**config.mk**
```make
export PLATFORM = sky130hd
export DESIGN_NAME = fa_comb_switch
export DESIGN_NICKNAME = d
export VERILOG_FILES = /design/src/rtl/fcs_pkg.sv /design/src/rtl/fcs_req_merge.sv /design/src/rtl/fcs_wait_buf.sv /design/src/rtl/fcs_rsp_split.sv /design/src/rtl/fa_comb_switch.sv
export SDC_FILE = /design/constraint.sdc
export NUM_CORES = 1
export LEC_CHECK = 0
export CAP_MARGIN = 10
export CORE_UTILIZATION = 30
export CTS_CLUSTER_SIZE = 12
export DETAILED_ROUTE_END_ITERATION = 10
export PLACE_DENSITY = 0.6
export SLEW_MARGIN = 20
export SYNTH_ARGS = -nofsm -noshare
export SYNTH_HDL_FRONTEND = slang
export SYNTH_SLANG_ARGS = --single-unit
```
**constraint.sdc**
```tcl
create_clock -name clk_i -period 2.9 [get_ports clk_i]
set_input_delay 0.58 -clock clk_i [delete_from_list [all_inputs] [get_ports clk_i]]
set_output_delay 0.58 -clock clk_i [all_outputs]
set_load 0.01 [all_outputs]
```
**src/rtl/fcs_pkg.sv**
```systemverilog
package fcs_pkg;
  typedef enum logic [1:0] {
    OP_LOAD  = 2'd0,
    OP_STORE = 2'd1,
    OP_FAA   = 2'd2
  } fcs_op_e;
endpackage

```
**src/rtl/fcs_req_merge.sv**
```systemverilog
module fcs_req_merge
  import fcs_pkg::*;
#(
  parameter int unsigned ADDR_W   = 8,
  parameter int unsigned DATA_W   = 16,
  parameter int unsigned WB_DEPTH = 4,
  localparam int unsigned IDX_W   = $clog2(WB_DEPTH),
  localparam int unsigned TAG_W   = IDX_W + 1
) (
  input  logic              clk_i,
  input  logic              rst_ni,
  input  logic              v0_i,
  output logic              r0_o,
  input  logic [1:0]        op0_i,
  input  logic [ADDR_W-1:0] addr0_i,
  input  logic [DATA_W-1:0] data0_i,
  input  logic              v1_i,
  output logic              r1_o,
  input  logic [1:0]        op1_i,
  input  logic [ADDR_W-1:0] addr1_i,
  input  logic [DATA_W-1:0] data1_i,
  input  logic              wb_full_i,
  input  logic [IDX_W-1:0]  wb_free_idx_i,
  output logic              wb_alloc_o,
  output logic [DATA_W-1:0] wb_inc_o,
  output logic              up_valid_o,
  input  logic              up_ready_i,
  output logic [1:0]        up_op_o,
  output logic [ADDR_W-1:0] up_addr_o,
  output logic [DATA_W-1:0] up_data_o,
  output logic [TAG_W-1:0]  up_tag_o
);
  logic pair_match, combine;

  assign pair_match = v0_i && v1_i
                   && (op0_i == OP_FAA) && (op1_i == OP_FAA)
                   && (addr0_i == addr1_i);
  assign combine    = pair_match && !wb_full_i;

  always_comb begin
    up_valid_o = v0_i || v1_i;
    r0_o       = 1'b0;
    r1_o       = 1'b0;
    up_op_o    = op0_i;
    up_addr_o  = addr0_i;
    up_data_o  = data0_i;
    up_tag_o   = '0;
    if (combine) begin
      up_op_o   = OP_FAA;
      up_data_o = data0_i + data1_i;
      up_tag_o  = {1'b1, wb_free_idx_i};
      r0_o      = up_ready_i;
      r1_o      = up_ready_i;
    end else if (v0_i) begin
      r0_o      = up_ready_i;
    end else if (v1_i) begin
      up_op_o   = op1_i;
      up_addr_o = addr1_i;
      up_data_o = data1_i;
      up_tag_o  = {1'b0, IDX_W'(1)};
      r1_o      = up_ready_i;
    end
  end

  assign wb_alloc_o = combine && up_ready_i;
  assign wb_inc_o   = data0_i;

  // input 1 never overtakes a waiting input 0 unless merged
  assert_in0_priority_R3: assert property (@(posedge clk_i) disable iff (!rst_ni)
    (v0_i && r1_o) |-> (r0_o && up_tag_o[TAG_W-1]));

  // a combined tag only appears for a matching fetch-and-add pair
  assert_match_only_R4: assert property (@(posedge clk_i) disable iff (!rst_ni)
    (up_valid_o && up_tag_o[TAG_W-1]) |->
      (op0_i == OP_FAA && op1_i == OP_FAA && addr0_i == addr1_i && v0_i && v1_i));
endmodule

```
**src/rtl/fcs_wait_buf.sv**
```systemverilog
module fcs_wait_buf #(
  parameter int unsigned DATA_W   = 16,
  parameter int unsigned WB_DEPTH = 4,
  localparam int unsigned IDX_W   = $clog2(WB_DEPTH)
) (
  input  logic              clk_i,
  input  logic              rst_ni,
  input  logic              alloc_i,
  input  logic [IDX_W-1:0]  alloc_idx_i,
  input  logic [DATA_W-1:0] alloc_inc_i,
  input  logic              rel_i,
  input  logic [IDX_W-1:0]  rel_idx_i,
  output logic [DATA_W-1:0] rel_inc_o,
  output logic              full_o,
  output logic [IDX_W-1:0]  free_idx_o
);
  logic [WB_DEPTH-1:0] busy_q;
  logic [DATA_W-1:0]   inc_q [WB_DEPTH];

  always_comb begin
    full_o     = 1'b1;
    free_idx_o = '0;
    for (int i = WB_DEPTH - 1; i >= 0; i--) begin
      if (!busy_q[i]) begin
        full_o     = 1'b0;
        free_idx_o = IDX_W'(i);
      end
    end
  end

  assign rel_inc_o = inc_q[rel_idx_i];

  for (genvar g = 0; g < WB_DEPTH; g++) begin : g_ent
    always_ff @(posedge clk_i or negedge rst_ni) begin
      if (!rst_ni) begin
        busy_q[g] <= 1'b0;
        inc_q[g]  <= '0;
      end else if (alloc_i && alloc_idx_i == IDX_W'(g)) begin
        busy_q[g] <= 1'b1;
        inc_q[g]  <= alloc_inc_i;
      end else if (rel_i && rel_idx_i == IDX_W'(g)) begin
        busy_q[g] <= 1'b0;
      end
    end
  end

  // never allocate into a full buffer
  assert_no_alloc_full_R5: assert property (@(posedge clk_i) disable iff (!rst_ni)
    alloc_i |-> !busy_q[alloc_idx_i]);

  // a combined reply must name a pending entry
  assert_rel_pending_R6: assert property (@(posedge clk_i) disable iff (!rst_ni)
    rel_i |-> busy_q[rel_idx_i]);
endmodule

```
**src/rtl/fcs_rsp_split.sv**
```systemverilog
module fcs_rsp_split #(
  parameter int unsigned DATA_W   = 16,
  parameter int unsigned WB_DEPTH = 4,
  localparam int unsigned IDX_W   = $clog2(WB_DEPTH),
  localparam int unsigned TAG_W   = IDX_W + 1
) (
  input  logic              clk_i,
  input  logic              rst_ni,
  input  logic              up_rsp_valid_i,
  output logic              up_rsp_ready_o,
  input  logic [TAG_W-1:0]  up_rsp_tag_i,
  input  logic [DATA_W-1:0] up_rsp_data_i,
  output logic              rel_o,
  output logic [IDX_W-1:0]  rel_idx_o,
  input  logic [DATA_W-1:0] rel_inc_i,
  output logic              rsp0_valid_o,
  input  logic              rsp0_ready_i,
  output logic [DATA_W-1:0] rsp0_data_o,
  output logic              rsp1_valid_o,
  input  logic              rsp1_ready_i,
  output logic [DATA_W-1:0] rsp1_data_o
);
  logic is_comb, to_port1, accept, load0, load1;

  assign is_comb   = up_rsp_tag_i[TAG_W-1];
  assign to_port1  = up_rsp_tag_i[0];
  assign rel_idx_o = up_rsp_tag_i[IDX_W-1:0];

  always_comb begin
    if (is_comb)       up_rsp_ready_o = !rsp0_valid_o && !rsp1_valid_o;
    else if (to_port1) up_rsp_ready_o = !rsp1_valid_o;
    else               up_rsp_ready_o = !rsp0_valid_o;
  end

  assign accept = up_rsp_valid_i && up_rsp_ready_o;
  assign rel_o  = accept && is_comb;
  assign load0  = accept && (is_comb || !to_port1);
  assign load1  = accept && (is_comb || to_port1);

  always_ff @(posedge clk_i or negedge rst_ni) begin
    if (!rst_ni) begin
      rsp0_valid_o <= 1'b0;
      rsp0_data_o  <= '0;
      rsp1_valid_o <= 1'b0;
      rsp1_data_o  <= '0;
    end else begin
      if (load0) begin
        rsp0_valid_o <= 1'b1;
        rsp0_data_o  <= up_rsp_data_i;
      end else if (rsp0_ready_i) begin
        rsp0_valid_o <= 1'b0;
      end
      if (load1) begin
        rsp1_valid_o <= 1'b1;
        rsp1_data_o  <= is_comb ? up_rsp_data_i + rel_inc_i : up_rsp_data_i;
      end else if (rsp1_ready_i) begin
        rsp1_valid_o <= 1'b0;
      end
    end
  end

  // a stalled response keeps its value
  assert_rsp0_held_R7: assert property (@(posedge clk_i) disable iff (!rst_ni)
    (rsp0_valid_o && !rsp0_ready_i) |=> (rsp0_valid_o && $stable(rsp0_data_o)));
  assert_rsp1_held_R7: assert property (@(posedge clk_i) disable iff (!rst_ni)
    (rsp1_valid_o && !rsp1_ready_i) |=> (rsp1_valid_o && $stable(rsp1_data_o)));

  // a combined reply raises both responses together
  assert_split_both_R2: assert property (@(posedge clk_i) disable iff (!rst_ni)
    rel_o |=> (rsp0_valid_o && rsp1_valid_o));
endmodule

```
**src/rtl/fa_comb_switch.sv**
```systemverilog
module fa_comb_switch
  import fcs_pkg::*;
#(
  parameter int unsigned ADDR_W   = 8,
  parameter int unsigned DATA_W   = 16,
  parameter int unsigned WB_DEPTH = 4
) (
  input  logic                        clk_i,
  input  logic                        rst_ni,
  input  logic                        req0_valid_i,
  output logic                        req0_ready_o,
  input  logic [1:0]                  req0_op_i,
  input  logic [ADDR_W-1:0]           req0_addr_i,
  input  logic [DATA_W-1:0]           req0_data_i,
  input  logic                        req1_valid_i,
  output logic                        req1_ready_o,
  input  logic [1:0]                  req1_op_i,
  input  logic [ADDR_W-1:0]           req1_addr_i,
  input  logic [DATA_W-1:0]           req1_data_i,
  output logic                        up_valid_o,
  input  logic                        up_ready_i,
  output logic [1:0]                  up_op_o,
  output logic [ADDR_W-1:0]           up_addr_o,
  output logic [DATA_W-1:0]           up_data_o,
  output logic [$clog2(WB_DEPTH):0]   up_tag_o,
  input  logic                        up_rsp_valid_i,
  output logic                        up_rsp_ready_o,
  input  logic [$clog2(WB_DEPTH):0]   up_rsp_tag_i,
  input  logic [DATA_W-1:0]           up_rsp_data_i,
  output logic                        rsp0_valid_o,
  input  logic                        rsp0_ready_i,
  output logic [DATA_W-1:0]           rsp0_data_o,
  output logic                        rsp1_valid_o,
  input  logic                        rsp1_ready_i,
  output logic [DATA_W-1:0]           rsp1_data_o
);
  localparam int unsigned IDX_W = $clog2(WB_DEPTH);

  logic              wb_full, wb_alloc, wb_rel;
  logic [IDX_W-1:0]  wb_free_idx, wb_rel_idx;
  logic [DATA_W-1:0] wb_inc_in, wb_inc_out;

  fcs_req_merge #(.ADDR_W(ADDR_W), .DATA_W(DATA_W), .WB_DEPTH(WB_DEPTH)) u_merge (
    .clk_i, .rst_ni,
    .v0_i(req0_valid_i), .r0_o(req0_ready_o), .op0_i(req0_op_i),
    .addr0_i(req0_addr_i), .data0_i(req0_data_i),
    .v1_i(req1_valid_i), .r1_o(req1_ready_o), .op1_i(req1_op_i),
    .addr1_i(req1_addr_i), .data1_i(req1_data_i),
    .wb_full_i(wb_full), .wb_free_idx_i(wb_free_idx),
    .wb_alloc_o(wb_alloc), .wb_inc_o(wb_inc_in),
    .up_valid_o, .up_ready_i, .up_op_o, .up_addr_o, .up_data_o, .up_tag_o
  );

  fcs_wait_buf #(.DATA_W(DATA_W), .WB_DEPTH(WB_DEPTH)) u_wbuf (
    .clk_i, .rst_ni,
    .alloc_i(wb_alloc), .alloc_idx_i(wb_free_idx), .alloc_inc_i(wb_inc_in),
    .rel_i(wb_rel), .rel_idx_i(wb_rel_idx), .rel_inc_o(wb_inc_out),
    .full_o(wb_full), .free_idx_o(wb_free_idx)
  );

  fcs_rsp_split #(.DATA_W(DATA_W), .WB_DEPTH(WB_DEPTH)) u_split (
    .clk_i, .rst_ni,
    .up_rsp_valid_i, .up_rsp_ready_o, .up_rsp_tag_i, .up_rsp_data_i,
    .rel_o(wb_rel), .rel_idx_o(wb_rel_idx), .rel_inc_i(wb_inc_out),
    .rsp0_valid_o, .rsp0_ready_i, .rsp0_data_o,
    .rsp1_valid_o, .rsp1_ready_i, .rsp1_data_o
  );

  // a combined upstream request is always a fetch-and-add
  assert_comb_is_faa_R1: assert property (@(posedge clk_i) disable iff (!rst_ni)
    (up_valid_o && up_tag_o[IDX_W]) |-> (up_op_o == OP_FAA && req0_ready_o == req1_ready_o));
endmodule

```
Word level (Yosys, flattened, before mapping)
Cells that the tools add are included.
W data, S select, Z words.
{ "op_classes": {"n_addsub": 2, "n_lt_le_gt_ge": 1, "n_eq_ne": 9, "mux": 43, "n_bitwise": 1, "reduce_logical": 34} }
{ "op_table": {"columns": ["cell", "n"], "rows": [
  ["$mux W16", 6],
  ["$add A16 B16 Y16", 2],
  ["$bmux W16 S2", 1],
  ["$mux W1", 24],
  ["$mux W8", 3],
  ["$logic_and A1 B1 Y1", 19],
  ["$mux W2", 7],
  ["$eq A2 B2 Y1 const B", 6],
  ["$reduce_bool A2 Y1", 6],
  ["$eq A8 B8 Y1", 1],
  ["$mux W3", 2],
  ["$eq A2 B1 Y1 const B", 2],
  ["$logic_not A1 Y1", 4],
  ["$logic_not A2 Y1", 2],
  ["$ge A3 B3 Y1 const B", 1],
  ["$logic_or A1 B1 Y1", 3],
  ["$not A2 Y3", 1]
]} }
{ "word_totals": {"regBits": 102, "input_bits": 79, "output_inout_bits": 67, "elab_cells": 102} }

Depth between registers and ports, before layout
{ "logic_depth": {"word_depth": 9, "ltp_mapped": 13} }

By module
From an unflattened synthesis, not the netlist that was laid out.
{ "hier_totals": {"cells_unflattened": 623, "hier_area_um2": 6621.4} }
{ "by_module_without_submodules": {"columns": ["module", "n_inst", "cells_each", "area_per_inst_um2", "seq_area_each_um2"], "rows": [
  ["fcs_wait_buf", 1, 176, 2987.9, 1701.6],
  ["fcs_rsp_split", 1, 219, 2154.6, 850.8],
  ["fcs_req_merge", 1, 228, 1478.9, 0.0]
]} }

Worst setup path after synthesis
No wires, ideal clock.
{ "synth_path": {"kind": "input to register", "start": "input port up_rsp_tag_i[0]", "end": "register u_split.rsp1_data_o[15]", "setup_ns": 0.082, "arrival_time_ns": 3.627, "required_time_ns": 2.818, "slack_ns": -0.809, "cell_stages": 11, "n_path_buf": 2, "cell_sequence": "buf_2 > buf_2 > mux4_2 > ha_1 > a2111oi_0 > nand3_1 > a2111oi_2 > o31ai_1 > xnor2_1 > or3_1 > a31oi_1"} }
{ "synth_between": {"elab_chain_len": 6, "word_cells_on_any_way": 11, "cone_classes": "add/sub (1); mux (6); bitwise (1); reduce/logical (3)"} }
{ "synth_lines": {"columns": ["element", "line", "rtl"], "rows": [
  ["from (decl)", "fa_comb_switch.sv:28", "input logic [$clog2(WB_DEPTH):0] up_rsp_tag_i,"],
  ["$not A2 Y3 (not written as such)", "fcs_wait_buf.sv:31", "assign rel_inc_o = inc_q[rel_idx_i];"],
  ["$bmux W16 S2", "fcs_wait_buf.sv:31", null],
  ["$mux W16 (not written as such) (2 in series)", "fcs_wait_buf.sv:31", null],
  ["$add A16 B16 Y16", "fcs_rsp_split.sv:55", "rsp1_data_o <= is_comb ? up_rsp_data_i + rel_inc_i : up_rsp_data_i;"],
  ["$mux W16", "fcs_rsp_split.sv:55", null],
  ["to (signal assigned)", "fcs_rsp_split.sv:55", null],
  ["to (decl)", "fcs_rsp_split.sv:21", "output logic [DATA_W-1:0] rsp1_data_o"]
]} }
Several ways; a longest one is shown, not always the timed one. The select of a mux whose other input is x is not followed.
A chain may end at the register's enable or synchronous reset.

Final worst setup path
{ "layout_path": {"start": "input port req1_data_i[10]", "end": "output port up_data_o[15]"} }
{ "layout_between": {"elab_chain_len": 2} }
{ "layout_lines": {"columns": ["element", "line", "rtl"], "rows": [
  ["from (decl)", "fa_comb_switch.sv:19", "input logic [DATA_W-1:0] req1_data_i,"],
  ["$add A16 B16 Y16", "fcs_req_merge.sv:50", "up_data_o = data0_i + data1_i;"],
  ["$mux W16", "fcs_req_merge.sv:48", "if (combine) begin"],
  ["to (decl)", "fa_comb_switch.sv:24", "output logic [DATA_W-1:0] up_data_o,"]
]} }
Every way passes these cells.

==> flow_metrics.tcl <==
set metrics [dict create \
    drt_first_pass_iters 4 \
    synth.most_common_cell "dfrtp_1" \
    layout.cells.non_filler 1165 \
    cts_tree "yes" \
    grtUsageTotal_pct 18.2 \
    syn-cell-area_sq_um 6300 \
    grt_pass1_vias 6056 \
    relSlewSlack_pct 66.9 \
    initial_core_util_pct 30.8 \
    rr_endpoint "u_split.rsp1_data_o[15]" \
    failed_checks "negative setup slack" \
    grt_max_degree 43 \
    root_buffer "clkbuf_16" \
    antenna_found_initial 0 \
    slowest_delay_ns 0.52 \
    switching_power_mw 1.25 \
    p_leak_nw 4.79 \
    worst_slack_ns -0.185 \
    maxCapViolCount 0 \
    vias_per_cell 4.95 \
    postSynthAreaPerCell_sq_um 10.8 \
    setup_tns_ns -1.60 \
    crit_path_end "up_data_o[15]" \
    rsz0062_at_grt "yes" \
    sw_frac_of_total_pct 28.3 \
    fp.dieH_um 147 \
    synth_edf_count 0 \
    die_x_um 147 \
    critPathBufInv 2 \
    fin_crit_sh_pct 106 \
    cts.path.max_buffers 2 \
    clk_pin_slew_ns 0.07 \
    ys.flop_type "dfrtp_1" \
    wl_per_cell_um 16.5 \
    seq_power_share_pct 37.3 \
    area_delta_synth_final_pct 63.0 \
    rows 52 \
    syn-instance-count 586 \
    reg2reg_depth 10 \
    async_flop_share_pct 100 \
    intPower_mw 3.18 \
    clock.fmax_mhz 324 \
    fin_crit_ns 3.08 \
    startpoint "req1_data_i[10]" \
    dpl.cell_count 1108 \
    grt.overflow.total 0 \
    ant_nets 0 \
    dp_hpwl_mm 14.0 \
    path_max_fanout 2 \
    dieArea_sq_um 21600 \
    h-tree-depth 3 \
    yosysTopAreaCellShare_pct 40.5 \
    ys_types 59 \
    worstReg2RegStart "u_wbuf.inc_q[1]" \
    post-route-util_pct 50.3 \
    initialDrtViolationCount 136 \
    cp_top_family "compound AO/OA/AOI/OAI gates" \
    num_antenna_cells 0 \
    wl_mm 19.2 \
    r2r_slack_ns 0.02 \
    ioPinCount 146 \
    hold_viol 0 \
    endpoint_kind "output pin" \
    cts.sinks 102 \
    synth_area_leaders "dfrtp_1 41%, mux2_2 14%, ha_1 6.0%" \
    p_per_area_nw_per_um2 432 \
    worstPathArrival_ns 2.50 \
    slowest_stage "clkdlybuf4s50_1" \
    numCtsBuffers 9 \
    skew_ns 0.00439 \
    hold_buffers 0 \
    synth_seq_cells 102 \
    clkLatencyLatePin_ns 0.35 \
    cp-start-kind "input port" \
    pwr-share-clk_pct 30.4 \
    drive_above_1_share_pct 48.4 \
    gp_congestion 0.863 \
    status "finished with violations" \
    core_area_sq_um 20400 \
    finalSetupViolCount 17 \
    worstPathRequired_ns 2.32 \
    tightest_slew_ns 0.497 \
    synthTopCellsByCount "102 x dfrtp_1, 77 x mux2_2, 59 x nand2_1, 37 x o21ai_0, 33 x nor2_1" \
    vias 5762 \
    yosys_warnings 0 \
    power_frac_comb_pct 32.3 \
    drc 0 \
    path_cells "clkdlybuf4s50_1 > ha_1 > nand2_2 > nor2_2 > a211oi_4 > nor3_2 > o21ai_1 > a21boi_1 > a221o_1 > buf_6" \
    peakVddDrop_v 0.000279 \
    critPathKind "in2out" \
    cp.depth 10 \
    synth_nets 697 \
    ys_seq_area_share_pct 40.5 \
    grt_pass1_wl_mm 31.0 \
    fin_nets 1001 \
    synth_top_area_cell "dfrtp_1" \
    drv_slew 0 \
    io_buffers 145 \
    hold_class "in2async" \
]
==> worst min-delay path by stage <==
stage | end | slack, ns | cells after the start
2_1_floorplan | u_split.rsp0_data_o[0] | 0.28 | 0
3_3_place_gp | u_split.rsp1_data_o[4] | 0.46 | 2
3_5_place_dp | u_split.rsp1_data_o[12] | 0.47 | 2
4_1_cts | u_split.rsp0_valid_o | 0.20 | 1
5_1_grt | u_split.rsp0_valid_o | 0.22 | 1
6_report | u_split.rsp0_valid_o | 0.18 | 1
==> metrics by stage <==
| stage | hold slack (ns) | worst slack [ns] | area (sq um) | power, mW |
|---|---|---|---|---|
| 3_3_place_gp | 0.462 | -1.24 | 9180 | 2.98 |
| 6_report | 0.178 | -0.185 | 10300 | 4.43 |
| 3_5_place_dp | 0.474 | -1.29 | 9180 | 2.99 |
| 2_1_floorplan | 0.284 | -0.316 | 6450 | 2.20 |
| 4_1_cts | 0.199 | -0.192 | 10000 | 4.42 |
| 5_1_grt | 0.217 | -0.264 | 10300 | 4.66 |
==> layout by cell type (no fill, tap or decap), types with 9 or more instances in the layout <==
cell,instances
clkbuf_16,9
clkdlybuf4s50_1,74
buf_6,19
inv_1,11
mux2_2,77
o21ai_2,14
o21ai_0,13
dfrtp_1,102
buf_12,10
buf_4,149
nand2_1,56
a21oi_1,21
ha_4,15
a21o_1,13
o21ai_1,11
buf_2,31
nor2_1,27
dlygate4sd2_1,22
xnor2_1,17
ha_1,10
mux4_2,16
==> power by group through the flow <==
stage | Clock [mW] | Sequential (mW) | Combinational (mW)
4_1_cts | 1.37 | 1.66 | 1.39
6_report | 1.35 | 1.65 | 1.43
5_1_grt | 1.43 | 1.68 | 1.55
2_1_floorplan | 0 | 1.75 | 0.443
3_5_place_dp | 0 | 1.69 | 1.31
3_3_place_gp | 0 | 1.68 | 1.30
==> layer usage <==
layer | global-route usage, % | up-vias | share of wire, % | routed length [um]
met2 | 31.0 | 169 | 47 | 9090
met4 | 6.34 | 0 | 2.2 | 425
li1 | - | 2765 | - | -
met3 | 3.45 | 33 | 5.2 | 1000
met5 | 0 | - | 0 | 0
met1 | 23.1 | 2795 | 45 | 8700
==> cell families (layout without fill, tap and decap cells) <==
group                    after synthesis  in the layout  synth area share (%)
multiplexers                         102            102                  21.0
adder cells (fa/ha/maj)               32             32                  6.59
AND/OR/NAND/NOR                      153            154                  11.9
XOR/XNOR                              30             30                  4.17
buffers and inverters                 39            347                  2.82
flip-flops                           102            102                  40.5
AO/OA/AOI/OAI                        128            128                  13.0
==> cell type report <==
| cell class | count | area, sq um |
|---|---|---|
| Clock buffer | 10 | 239 |
| Clock inverter | 6 | 91.3 |
| Fill cell | 1909 | 10200 |
| Inverter | 15 | 68.8 |
| Multi-Input combinational cell | 446 | 4210 |
| Sequential cell | 102 | 2550 |
| Tap cell | 270 | 338 |
| Timing Repair Buffer | 316 | 2770 |
==> state kept, by name, summed over array words and instances, names as in the netlist <==
name / flops
u_split.rsp0_data_o: 16
u_split.rsp0_valid_o: 1
u_split.rsp1_data_o: 16
u_split.rsp1_valid_o: 1
u_wbuf.busy_q: 4
u_wbuf.inc_q: 64
==> timing repair <==
item / in CTS / in global routing
setup endpoints to repair: 39 / 37
resized for setup: 321 / 51
setup buffers: 31 / 13
cloned: 2 / 0
pin swaps: 77 / 55
hold endpoints to repair: 0 / 0
(Power assumes the default switching activity.)
